File: config.mk
export PLATFORM = sky130hd
export DESIGN_NAME = ifd_decoder
export DESIGN_NICKNAME = d
export VERILOG_FILES = /design/src/rtl/ifd_pkg.sv /design/src/rtl/ifd_opcode_class.sv /design/src/rtl/ifd_field_split.sv /design/src/rtl/ifd_reg_flag.sv /design/src/rtl/ifd_seq_pc.sv /design/src/rtl/ifd_decoder.sv
export SDC_FILE = /design/constraint.sdc
export NUM_CORES = 1
export LEC_CHECK = 0
export BUFFER_PORTS_ARGS = -buffer_cell sky130_fd_sc_hd__buf_2
export CORE_MARGIN = 2
export CORE_UTILIZATION = 30
export DETAILED_ROUTE_END_ITERATION = 16
export GPL_ROUTABILITY_DRIVEN = 0
export PLACE_DENSITY_LB_ADDON = 0.15
export SETUP_SLACK_MARGIN = 0.15
export SLEW_MARGIN = 20
export SYNTH_ARGS = -nofsm -noshare
export SYNTH_HDL_FRONTEND = slang
export SYNTH_SLANG_ARGS = --single-unit
File: constraint.sdc
create_clock -name clk -period 8.67 [get_ports clk]
set_input_delay 1.3005 -clock clk [delete_from_list [all_inputs] [get_ports clk]]
set_output_delay 1.3005 -clock clk [all_outputs]
set_load 0.05 [all_outputs]
File: src/rtl/ifd_pkg.sv
// Shared types and constants for the instruction field decoder.
// Assumes the fixed instruction format: class/function in byte 0,
// register pair in byte 1, optional constant in bytes 2 onward.
package ifd_pkg;

    // Length class of an operation
    typedef enum logic [1:0] {
        LC_SHORT = 2'd0,
        LC_LONG  = 2'd1,
        LC_BAD   = 2'd2
    } len_cls_e;

    // Operation class codes
    localparam logic [3:0] OPC_HALT  = 4'h0;
    localparam logic [3:0] OPC_NOP   = 4'h1;
    localparam logic [3:0] OPC_RMOVE = 4'h2;
    localparam logic [3:0] OPC_IMM   = 4'h3;
    localparam logic [3:0] OPC_STORE = 4'h4;
    localparam logic [3:0] OPC_LOAD  = 4'h5;
    localparam logic [3:0] OPC_ALU   = 4'h6;
    localparam logic [3:0] OPC_JUMP  = 4'h7;
    localparam logic [3:0] OPC_CALL  = 4'h8;
    localparam logic [3:0] OPC_RET   = 4'h9;
    localparam logic [3:0] OPC_PUSH  = 4'hA;
    localparam logic [3:0] OPC_POP   = 4'hB;

endpackage

File: src/rtl/ifd_opcode_class.sv
// Maps an operation class nibble to its length class.
// Assumes 4-bit classes. Codes without a definition map to LC_BAD.
module ifd_opcode_class
    import ifd_pkg::*;
(
    input  logic [3:0] opc,
    output len_cls_e   cls
);

    // Classify each defined code. Anything else is undefined.
    always_comb begin
        unique case (opc)
            OPC_HALT, OPC_NOP, OPC_RMOVE, OPC_ALU,
            OPC_RET, OPC_PUSH, OPC_POP:             cls = LC_SHORT;
            OPC_IMM, OPC_STORE, OPC_LOAD,
            OPC_JUMP, OPC_CALL:                     cls = LC_LONG;
            default:                                cls = LC_BAD;
        endcase
    end

endmodule

File: src/rtl/ifd_field_split.sv
// Splits the fetched byte window into nibble fields and a big-endian
// constant. Assumes byte 0 sits in the most significant bits of the
// window and that the constant starts at byte CONST_OFS.
module ifd_field_split #(
    parameter int NBYTES    = 6,
    parameter int CONST_W   = 32,
    parameter int CONST_OFS = 2
) (
    input  logic [NBYTES*8-1:0] win,
    output logic [3:0]          opc,
    output logic [3:0]          fn,
    output logic [3:0]          ra,
    output logic [3:0]          rb,
    output logic [CONST_W-1:0]  raw_const
);

    localparam int CBYTES = CONST_W / 8;

    logic [7:0] byte_q [NBYTES];

    // Slice the window into bytes, byte 0 first.
    for (genvar i = 0; i < NBYTES; i++) begin : g_byte
        assign byte_q[i] = win[(NBYTES-1-i)*8 +: 8];
    end

    // Assemble the constant, with the first byte as the most significant.
    for (genvar j = 0; j < CBYTES; j++) begin : g_const
        assign raw_const[(CBYTES-1-j)*8 +: 8] = byte_q[CONST_OFS+j];
    end

    assign opc = byte_q[0][7:4];
    assign fn  = byte_q[0][3:0];
    assign ra  = byte_q[1][7:4];
    assign rb  = byte_q[1][3:0];

endmodule

File: src/rtl/ifd_reg_flag.sv
// Tells whether a register nibble names an existing register.
// Assumes registers are numbered 0 to NREGS-1.
module ifd_reg_flag #(
    parameter int RW    = 4,
    parameter int NREGS = 8
) (
    input  logic [RW-1:0] idx,
    input  logic          legal,
    output logic          used
);

    // A register is in use only when its index is in range and the class is legal.
    always_comb used = legal && (32'(idx) < NREGS);

endmodule

File: src/rtl/ifd_seq_pc.sv
// Sequential next-address adder. It wraps modulo 2^AW.
module ifd_seq_pc #(
    parameter int AW = 32,
    parameter int LW = 3
) (
    input  logic [AW-1:0] pc,
    input  logic [LW-1:0] len,
    output logic [AW-1:0] npc
);

    // Add the zero-extended length to the current address.
    always_comb npc = pc + AW'(len);

endmodule

File: src/rtl/ifd_decoder.sv
// Top of the instruction field decoder. It decodes one fetched window
// per request and registers the results, so they appear one clock
// later and are held until the next request. Reset is synchronous
// and active low.
module ifd_decoder
    import ifd_pkg::*;
#(
    parameter int AW        = 32,
    parameter int NBYTES    = 6,
    parameter int CONST_W   = 32,
    parameter int NREGS     = 8,
    parameter int SHORT_LEN = 2,
    parameter int LONG_LEN  = 6,
    parameter int LW        = $clog2(LONG_LEN + 1)
) (
    input  logic                clk,
    input  logic                rst_n,
    input  logic                fetch_valid,
    input  logic [AW-1:0]       fetch_pc,
    input  logic [NBYTES*8-1:0] fetch_bytes,
    output logic                dec_valid,
    output logic [3:0]          op_class,
    output logic [3:0]          op_func,
    output logic [3:0]          reg_a,
    output logic [3:0]          reg_b,
    output logic                reg_a_used,
    output logic                reg_b_used,
    output logic [CONST_W-1:0]  imm_value,
    output logic [LW-1:0]       instr_len,
    output logic [AW-1:0]       next_pc,
    output logic                illegal
);

    localparam int CONST_OFS = 2;

    logic [3:0]         opc_c, fn_c, ra_c, rb_c;
    logic [CONST_W-1:0] raw_c, imm_c;
    len_cls_e           cls_c;
    logic               legal_c;
    logic [LW-1:0]      len_c;
    logic [AW-1:0]      npc_c;
    logic [1:0]         used_c;
    logic [3:0]         ridx_c [2];

    ifd_field_split #(
        .NBYTES(NBYTES), .CONST_W(CONST_W), .CONST_OFS(CONST_OFS)
    ) split_i (
        .win(fetch_bytes), .opc(opc_c), .fn(fn_c),
        .ra(ra_c), .rb(rb_c), .raw_const(raw_c)
    );

    ifd_opcode_class class_i (.opc(opc_c), .cls(cls_c));

    assign legal_c   = (cls_c != LC_BAD);
    assign ridx_c[0] = ra_c;
    assign ridx_c[1] = rb_c;

    // One register check per register field.
    for (genvar k = 0; k < 2; k++) begin : g_rflag
        ifd_reg_flag #(.RW(4), .NREGS(NREGS)) flag_i (
            .idx(ridx_c[k]), .legal(legal_c), .used(used_c[k])
        );
    end

    // Choose the length and gate the constant by length class.
    always_comb begin
        unique case (cls_c)
            LC_SHORT: begin len_c = LW'(SHORT_LEN); imm_c = '0;    end
            LC_LONG:  begin len_c = LW'(LONG_LEN);  imm_c = raw_c; end
            default:  begin len_c = '0;             imm_c = '0;    end
        endcase
    end

    ifd_seq_pc #(.AW(AW), .LW(LW)) seq_i (
        .pc(fetch_pc), .len(len_c), .npc(npc_c)
    );

    // Output register: load on a request and hold otherwise.
    always_ff @(posedge clk) begin
        if (!rst_n) begin
            dec_valid  <= 1'b0;
            op_class   <= '0;
            op_func    <= '0;
            reg_a      <= '0;
            reg_b      <= '0;
            reg_a_used <= 1'b0;
            reg_b_used <= 1'b0;
            imm_value  <= '0;
            instr_len  <= '0;
            next_pc    <= '0;
            illegal    <= 1'b0;
        end else begin
            dec_valid <= fetch_valid;
            if (fetch_valid) begin
                op_class   <= opc_c;
                op_func    <= fn_c;
                reg_a      <= ra_c;
                reg_b      <= rb_c;
                reg_a_used <= used_c[0];
                reg_b_used <= used_c[1];
                imm_value  <= imm_c;
                instr_len  <= len_c;
                next_pc    <= npc_c;
                illegal    <= !legal_c;
            end
        end
    end

endmodule

==> impl_metrics.ini, run 1 <==
[status]
status = finished clean

[floorplan]
io_pins = 170
die_w_um = 116
die_y_um = 116
placementRows = 40
initial_core_util_pct = 30.9
coreArea_mm2 = 0.0121
dieArea_mm2 = 0.0134

[detailed_routing]
wirelength_um = 11000
via_per_inst = 4.90
drc_errors = 0
wl_per_cell_um = 14.4
route.vias.total = 3731
drt_first_pass_iters = 5
ant_nets = 0
drt_iter0_markers = 267

[worst_hold_path]
min_path_type = reg2reg

[final_layout]
seq_area_mm2 = 0.00172
stdcell_count = 761
multi_input_area_mm2 = 0.00184
stdcell_area_mm2 = 0.00498
nNetsFinal = 675
n_fill_cell = 1283
n_antenna_cell = 0
drive_gt1_share_pct = 32.7
area_delta_synth_final_pct = 33.0

[pwr]
p_seq_share_pct = 41.4
combPwrFrac_pct = 18.7
switchingPower_mw = 0.311
irDropWorstVdd_v = 0.0000793
p_leak_nw = 2.19
power_frac_clock_pct = 39.9
sw_frac_of_total_pct = 30.2
p_int_mw = 0.720
p_per_area_mw_per_mm2 = 207

[yosys]
synth.distinct_cells = 48
yosys_warnings = 0
synthArstFlopShare_pct = 0
ys_seq_area_share_pct = 46.0
synthCells = 441
syn-num-nets = 527
ys_seq_elements = 86
synth_edf_count = 0
syn_area_per_cell_um2 = 8.49
ys.flop_type = dfxtp_1
synth_area_mm2 = 0.00375

[timing]
setup_viol_count_final = 0
skew_ps = 0
min_period_ps = 3990
slew_headroom_pct = 53.0
hold_viol_final = 0
rsz0062_at_grt = false
worst_pin_slew_ps = 705
finalCritPeriodShare_pct = 46.1
slew_viol_final = 0
timing.fmax_mhz = 250
tns_ps = 0

[grt]
antenna_found_initial = 0
grt_pass1_wl_um = 17100
grt_max_degree = 65
grt_overflow = 0
grt_pass1_vias = 3455
gr-usage-all-layers_pct = 16.2

[place]
portBuffers = 168
place_area_mm2 = 0.00467
placed_cells = 746
hpwl_um = 7750

[worst_setup_path]
cp_slowest_stage_delay_ps = 570
cp-end-kind = register
crit_fanout = 35
slowest_stage = or3_1
required_ps = 8900
arrival_ps = 4230
path_cells = buf_2 -> or4b_1 -> o21ai_2 -> buf_4 -> fa_1 -> nand4_1 -> or3_1 -> or4_1 -> and3_1
startpoint_type = input port
crit_type = in2reg

[clock_network]
cts_resized = 0
path_clk_slew_ps = 60
hold_buffers = 0
clock_latency_ps = 340
cts-root-buf = clkbuf_16
cts_buffers = 9
cts_tree = built
cts.sinks = 86
post-cts-setup-buffer-count = 0
h-tree-depth = 3
cts.path.max_buffers = 2

[run]
drv_cap = 0
-- worst paths after layout --
path / startpoint / end / slack, ps / cells after the start
worst max-delay path: fetch_bytes[44] / next_pc[31] / 4680 / 9
worst min-delay path: imm_value[0] / imm_value[0] / 450 / 2
worst max register to register: next_pc[26] / next_pc[26] / 7840 / 3
worst min register to register: imm_value[0] / imm_value[0] / 450 / 2
-- critical path, delay by kind of cell --
kind | cells | cell delay, ps
AND/OR/NAND/NOR | 5 | 2030
adder cells (fa/ha/maj) | 1 | 330
buffers and inverters | 2 | 480
AO/OA/AOI/OAI | 1 | 80
-- power by group through the flow --
stage                     Combinational, mW  Clock, mW  Sequential [mW]
after floorplan                      0.0586          0            0.510
after global placement                0.192          0            0.436
after detailed placement              0.194          0            0.436
after CTS                             0.194      0.424            0.428
after global routing                  0.208      0.439            0.429
final                                 0.193      0.412            0.427
-- cell usage in the layout, fill, tap and decap left out, types with 2 or more instances in the layout --
master	n
buf_2	167
bufinv_16	2
dfxtp_1	86
a211oi_1	4
a31oi_1	14
inv_1	5
or3_1	8
nand2_1	46
ha_1	2
xor2_1	3
and4_1	3
nor4_1	3
and2_1	2
and3_1	4
clkinv_2	2
nand3_1	42
a22oi_1	2
nand4_1	7
mux2i_1	21
nor2_1	32
nor3_1	2
a21oi_1	41
o31ai_1	7
xnor2_1	8
o21ai_0	22
clkbuf_16	9
o21ai_1	7
a311oi_1	2
buf_4	5
or4_1	14
or4b_1	2
-- routing by layer --
layer	part of all wire (%)	track usage [%]	vias to the layer above	wire [µm]
met5	0	0	-	0
met1	46	21.4	1711	5070
met3	7.0	4.55	12	766
met4	1.8	7.54	0	193
met2	45	24.7	124	4930
li1	-	-	1884	-
-- cells by family after synthesis --
family | synth area share (%)
other | 0.100
AO/OA/AOI/OAI | 16.3
flip-flops | 46.0
XOR/XNOR | 2.57
multiplexers | 5.61
adder cells (fa/ha/maj) | 1.20
AND/OR/NAND/NOR | 23.3
buffers and inverters | 4.94
-- synth_stat cells (3+ instances only) --
| cell type | count | area share [%] |
|---|---|---|
| mux2i_1 | 21 | 5.6 |
| and3_1 | 4 | 0.67 |
| nand3_1 | 42 | 5.6 |
| or3_1 | 8 | 1.3 |
| o21ai_0 | 22 | 2.9 |
| nand2_1 | 46 | 4.6 |
| clkbuf_1 | 26 | 2.6 |
| o21ai_1 | 8 | 1.1 |
| a31oi_1 | 14 | 2.3 |
| xnor2_1 | 8 | 1.9 |
| inv_1 | 6 | 0.60 |
| o31ai_1 | 7 | 1.4 |
| xor2_1 | 3 | 0.70 |
| buf_2 | 3 | 0.40 |
| nor2_1 | 32 | 3.2 |
| nand4_1 | 7 | 1.2 |
| a21oi_1 | 41 | 5.5 |
| and4_1 | 3 | 0.70 |
| a211oi_1 | 4 | 0.80 |
| nor4_1 | 3 | 0.50 |
| dfxtp_1 | 86 | 46 |
| or4_1 | 14 | 2.8 |
-- flip-flops by register name, indices dropped and copies added, names as in the netlist --
signal,count
op_class,4
reg_a_used,1
instr_len,2
reg_b,4
illegal,1
reg_b_used,1
op_func,4
dec_valid,1
next_pc,32
reg_a,4
imm_value,32
-- stage by stage --
step	hold slack [ps]	utilization [%]	power [mW]	setup slack, ps
finish	450	41.1	1.03	4680
global route	474	41.1	1.08	4510
CTS	450	41.1	1.05	4680
detailed placement	443	38.6	0.630	4330
global placement	441	38.6	0.628	4370
floorplan	671	-	0.568	4580
-- cell type report --
cell class / instances / share of cell area [%]
multi-input cells: 314 / 37.0
flip-flops and latches: 86 / 34.6
repair buffers: 172 / 17.5
clock buffers: 9 / 4.52
well taps: 168 / 4.22
clock inverters: 6 / 1.73
inverters: 6 / 0.452
Note: power is estimated with default switching activity, not from simulation.
==> run 2, diff against run 1 <==
==> constraint.sdc (replaced) <==
create_clock -name clk -period 3.51 [get_ports clk]
set_input_delay 0.5265 -clock clk [delete_from_list [all_inputs] [get_ports clk]]
set_output_delay 0.5265 -clock clk [all_outputs]
set_load 0.05 [all_outputs]
==> run 2 against run 1 <==
Net effect: setup slack got worse by 4000 ps; routed wire length decreased by 0.69%; clock power increased by 140%; via count decreased by 1.0%; sequential power increased by 150%; largest power group unchanged; combinational power increased by 150%; die area unchanged.
==> impl_metrics.ini, run 2 (synthesized netlist as in run 1, its figures left out) <==
[timing]
rsz0062_at_grt = false
setup_viol_count_final = 0
finalCritPeriodShare_pct = 80.9
timing.fmax_mhz = 352
hold_viol_final = 0
worst_pin_slew_ps = 645
min_period_ps = 2840
slew_viol_final = 0
skew_ps = 0
tns_ps = 0
slew_headroom_pct = 57.0

[detailed_routing]
drt_first_pass_iters = 4
via_per_inst = 4.84
drt_iter0_markers = 216
wl_per_cell_um = 14.3
drc_errors = 0
route.vias.total = 3693
ant_nets = 0
wirelength_um = 10900

[grt]
gr-usage-all-layers_pct = 15.9
antenna_found_initial = 0
grt_max_degree = 63
grt_pass1_wl_um = 16700
grt_pass1_vias = 3324
grt_overflow = 0

[floorplan]
coreArea_mm2 = 0.0121
initial_core_util_pct = 30.9
die_w_um = 116
io_pins = 170
dieArea_mm2 = 0.0134
die_y_um = 116
placementRows = 40

[clock_network]
cts_buffers = 9
cts_tree = built
h-tree-depth = 3
cts.path.max_buffers = 2
post-cts-setup-buffer-count = 0
cts.sinks = 86
path_clk_slew_ps = 60
hold_buffers = 0
clock_latency_ps = 340
cts_resized = 0
cts-root-buf = clkbuf_16

[worst_setup_path]
required_ps = 3750
crit_type = in2reg
slowest_stage = or3_1
cp-end-kind = register
arrival_ps = 3080
cp_slowest_stage_delay_ps = 570
startpoint_type = input port
path_cells = buf_2 -> or4b_1 -> o21ai_2 -> fa_1 -> nand4_1 -> or3_1 -> or4_1 -> and3_1
crit_fanout = 16

[worst_hold_path]
min_path_type = in2reg

[run]
drv_cap = 0

[pwr]
p_leak_nw = 2.20
irDropWorstVdd_v = 0.000225
p_per_area_mw_per_mm2 = 505

[final_layout]
n_fill_cell = 1286
area_delta_synth_final_pct = 33.2
seq_area_mm2 = 0.00172
multi_input_area_mm2 = 0.00184
stdcell_count = 763
final_cell_mix = buf_2 (167), dfxtp_1 (86), nand2_1 (46), nand3_1 (42), a21oi_1 (41)
final_common_cell = buf_2
biggestRegsByFlops = imm_value x32, next_pc x32
nNetsFinal = 676
n_antenna_cell = 0
drive_gt1_share_pct = 32.9

[place]
portBuffers = 168
placed_cells = 747
hpwl_um = 7730

[status]
status = finished clean
[run 2: layout make-up]
cell class                 instances  area share, %
tap                              168           4.21
clock buffer                      11           5.07
multi-input combinational        314           36.9
timing repair buffer             173           17.7
clock inverter                     5           1.15
inverter                           6          0.451
sequential                        86           34.5
[run 2: per-layer routing]
layer	GRT usage, %	wire length [µm]
met3	5.02	803
met1	21.0	5030
met4	7.46	221
met2	23.9	4830
met5	0	0
[run 2: worst paths after layout]
| check | startpoint | to | slack, ps | cells past startpoint |
|---|---|---|---|---|
| worst min-delay path | fetch_bytes[36] | reg_a[0] | 420 | 3 |
| worst max register to register | next_pc[26] | next_pc[26] | 2670 | 3 |
| worst min register to register | imm_value[0] | imm_value[0] | 450 | 2 |
| worst max-delay path | fetch_bytes[44] | next_pc[31] | 670 | 8 |
[run 2: report_power, final]
part           internal, mW  switching, mW  leakage (nW)
clock                 0.590          0.397         0.155
combinational         0.131          0.345          1.34
sequential             1.03         0.0267         0.707
[run 2: worst max-delay path: cells and delay by family]
family          cells  cell delay (ps)
buf+inv             1              110
simple gates        5             2020
compound gates      1              120
fa+ha+maj           1              290
[run 2: stage by stage]
step	setup WS [ps]	utilization (%)	power [mW]	hold slack [ps]	area [µm²]
6_report	669	41.2	2.52	418	4990
5_1_grt	517	41.2	2.64	426	4990
4_1_cts	669	41.2	2.56	405	4990
3_5_place_dp	303	38.6	1.56	440	4680
3_3_place_gp	343	38.6	1.55	439	4680
2_1_floorplan	195	-	1.40	670	3750
==> run 3, diff against run 2 <==
==> constraint.sdc (replaced) <==
create_clock -name clk -period 2.4 [get_ports clk]
set_input_delay 0.36 -clock clk [delete_from_list [all_inputs] [get_ports clk]]
set_output_delay 0.36 -clock clk [all_outputs]
set_load 0.05 [all_outputs]
==> run 3 against run 2 <==
Net effect: routed wire length increased by 1.9%; largest cell class unchanged; critical path type unchanged; critical path depth rose by 1; register-to-register slack lost 1100 ps; combinational power grew 53%; non-clock buffer count increased by 18; count of clock-buffer cells in the layout is 1 higher.
==> impl_metrics.ini, run 3 (synthesized netlist as in run 1, its figures left out) <==
[clock_network]
cts_buffers = 9
cts.path.max_buffers = 2
clock_latency_ps = 330
path_clk_slew_ps = 60
cts_tree = built
h-tree-depth = 3
cts.sinks = 86
hold_buffers = 0
cts-root-buf = clkbuf_16

[timing]
tns_ps = 0
setup_viol_count_final = 0
min_period_ps = 2340
rsz0062_at_grt = true
layout_setup_ws_ps = 63.5
hold_viol_final = 0
worst_pin_slew_ps = 651
skew_ps = 0
finalCritPeriodShare_pct = 97.4
timing.fmax_mhz = 428
slew_viol_final = 0
slew_headroom_pct = 56.6

[worst_setup_path]
crit_fanout = 7
required_ps = 2670
crit_type = in2reg
cp-end-kind = register
arrival_ps = 2610
startpoint_type = input port

[worst_hold_path]
min_path_type = in2reg

[final_layout]
n_antenna_cell = 0
nNetsFinal = 694
area_delta_synth_final_pct = 40.7
drive_gt1_share_pct = 36.7
final_cell_mix = buf_2 (165), dfxtp_1 (86), nand2_1 (46), nand3_1 (41), a21oi_1 (41)
n_fill_cell = 1238
seq_area_mm2 = 0.00172
biggestRegsByFlops = imm_value x32, next_pc x32
stdcell_count = 781
multi_input_area_mm2 = 0.00192
final_common_cell = buf_2

[pwr]
irDropWorstVdd_v = 0.000311
p_leak_nw = 2.33
p_per_area_mw_per_mm2 = 726

[detailed_routing]
ant_nets = 0
drt_iter0_markers = 175
wl_per_cell_um = 14.2
wirelength_um = 11100
route.vias.total = 3758
drc_errors = 0
via_per_inst = 4.81
drt_first_pass_iters = 4

[floorplan]
io_pins = 170
placementRows = 40
dieArea_mm2 = 0.0134
coreArea_mm2 = 0.0121
initial_core_util_pct = 30.9
die_w_um = 116
die_y_um = 116

[grt]
gr-usage-all-layers_pct = 16.5
grt_pass1_vias = 3411
antenna_found_initial = 0
grt_overflow = 0
grt_pass1_wl_um = 17400
grt_max_degree = 62

[place]
portBuffers = 168
hpwl_um = 7890
place_ws_ps = -455
placed_cells = 762

[run]
drv_cap = 0

[status]
status = finished clean
[run 3: cell types whose count changed in the layout (fill, tap and decap cells not counted), moves of 2 or more]
| cell | before | now |
|---|---|---|
| buf_4 | 6 | 18 |
| buf_6 | 0 | 7 |
| or4_1 | 14 | 11 |
| or4_4 | 1 | 4 |
| buf_2 | 167 | 165 |
| clkinv_2 | 2 | 0 |
[run 3: timing repair]
item	in CTS	in global routing
buffers inserted	1	2
pin swaps	5	7
endpoints found under the setup margin	16	16
resized for setup	6	10
[run 3: final timing paths]
| kind | from | cells past startpoint | slack (ps) | to |
|---|---|---|---|---|
| max | fetch_bytes[46] | 9 | 60 | next_pc[20] |
| min | fetch_bytes[37] | 3 | 250 | reg_a[1] |
| max reg2reg | next_pc[28] | 3 | 1580 | next_pc[28] |
| min reg2reg | imm_value[0] | 2 | 460 | imm_value[0] |
[run 3: metrics by stage]
| stage | instance area, µm² | utilization [%] | hold slack [ps] | power (mW) |
|---|---|---|---|---|
| global placement | 4840 | 40.0 | 445 | 2.29 |
| detailed placement | 4840 | 40.0 | 449 | 2.30 |
| floorplan | 3810 | - | 503 | 2.06 |
| CTS | 5210 | 43.0 | 236 | 3.88 |
| finish | 5270 | 43.5 | 252 | 3.83 |
| global route | 5270 | 43.5 | 250 | 4.00 |
[run 3: power by group]
group	internal (mW)	switching, mW	total (mW)
clock	0.975	0.579	1.55
sequential	1.51	0.0388	1.54
combinational	0.215	0.514	0.729
[run 3: critical path: stages]
cell and delay [ps]:
buf_6 90, or4b_4 540, o21ai_4 120, ha_4 170, a21oi_4 60, or4_4 560
buf_6 140, or4_1 390, a31oi_1 160
[run 3: routing by layer]
metal	global-route usage (%)	vias up	part of all wire (%)
li1	-	1932	-
met1	22.5	1699	46
met2	24.7	121	46
met3	4.45	6	7.4
met4	6.90	0	0.66
met5	0	-	0
[run 3: layout make-up]
class / instances / share of cell area (%)
Timing Repair Buffer: 191 / 20.1
Clock buffer: 12 / 4.87
Inverter: 6 / 0.427
Clock inverter: 4 / 1.47
Tap cell: 168 / 3.99
Sequential cell: 86 / 32.7
Multi-Input combinational cell: 314 / 36.5
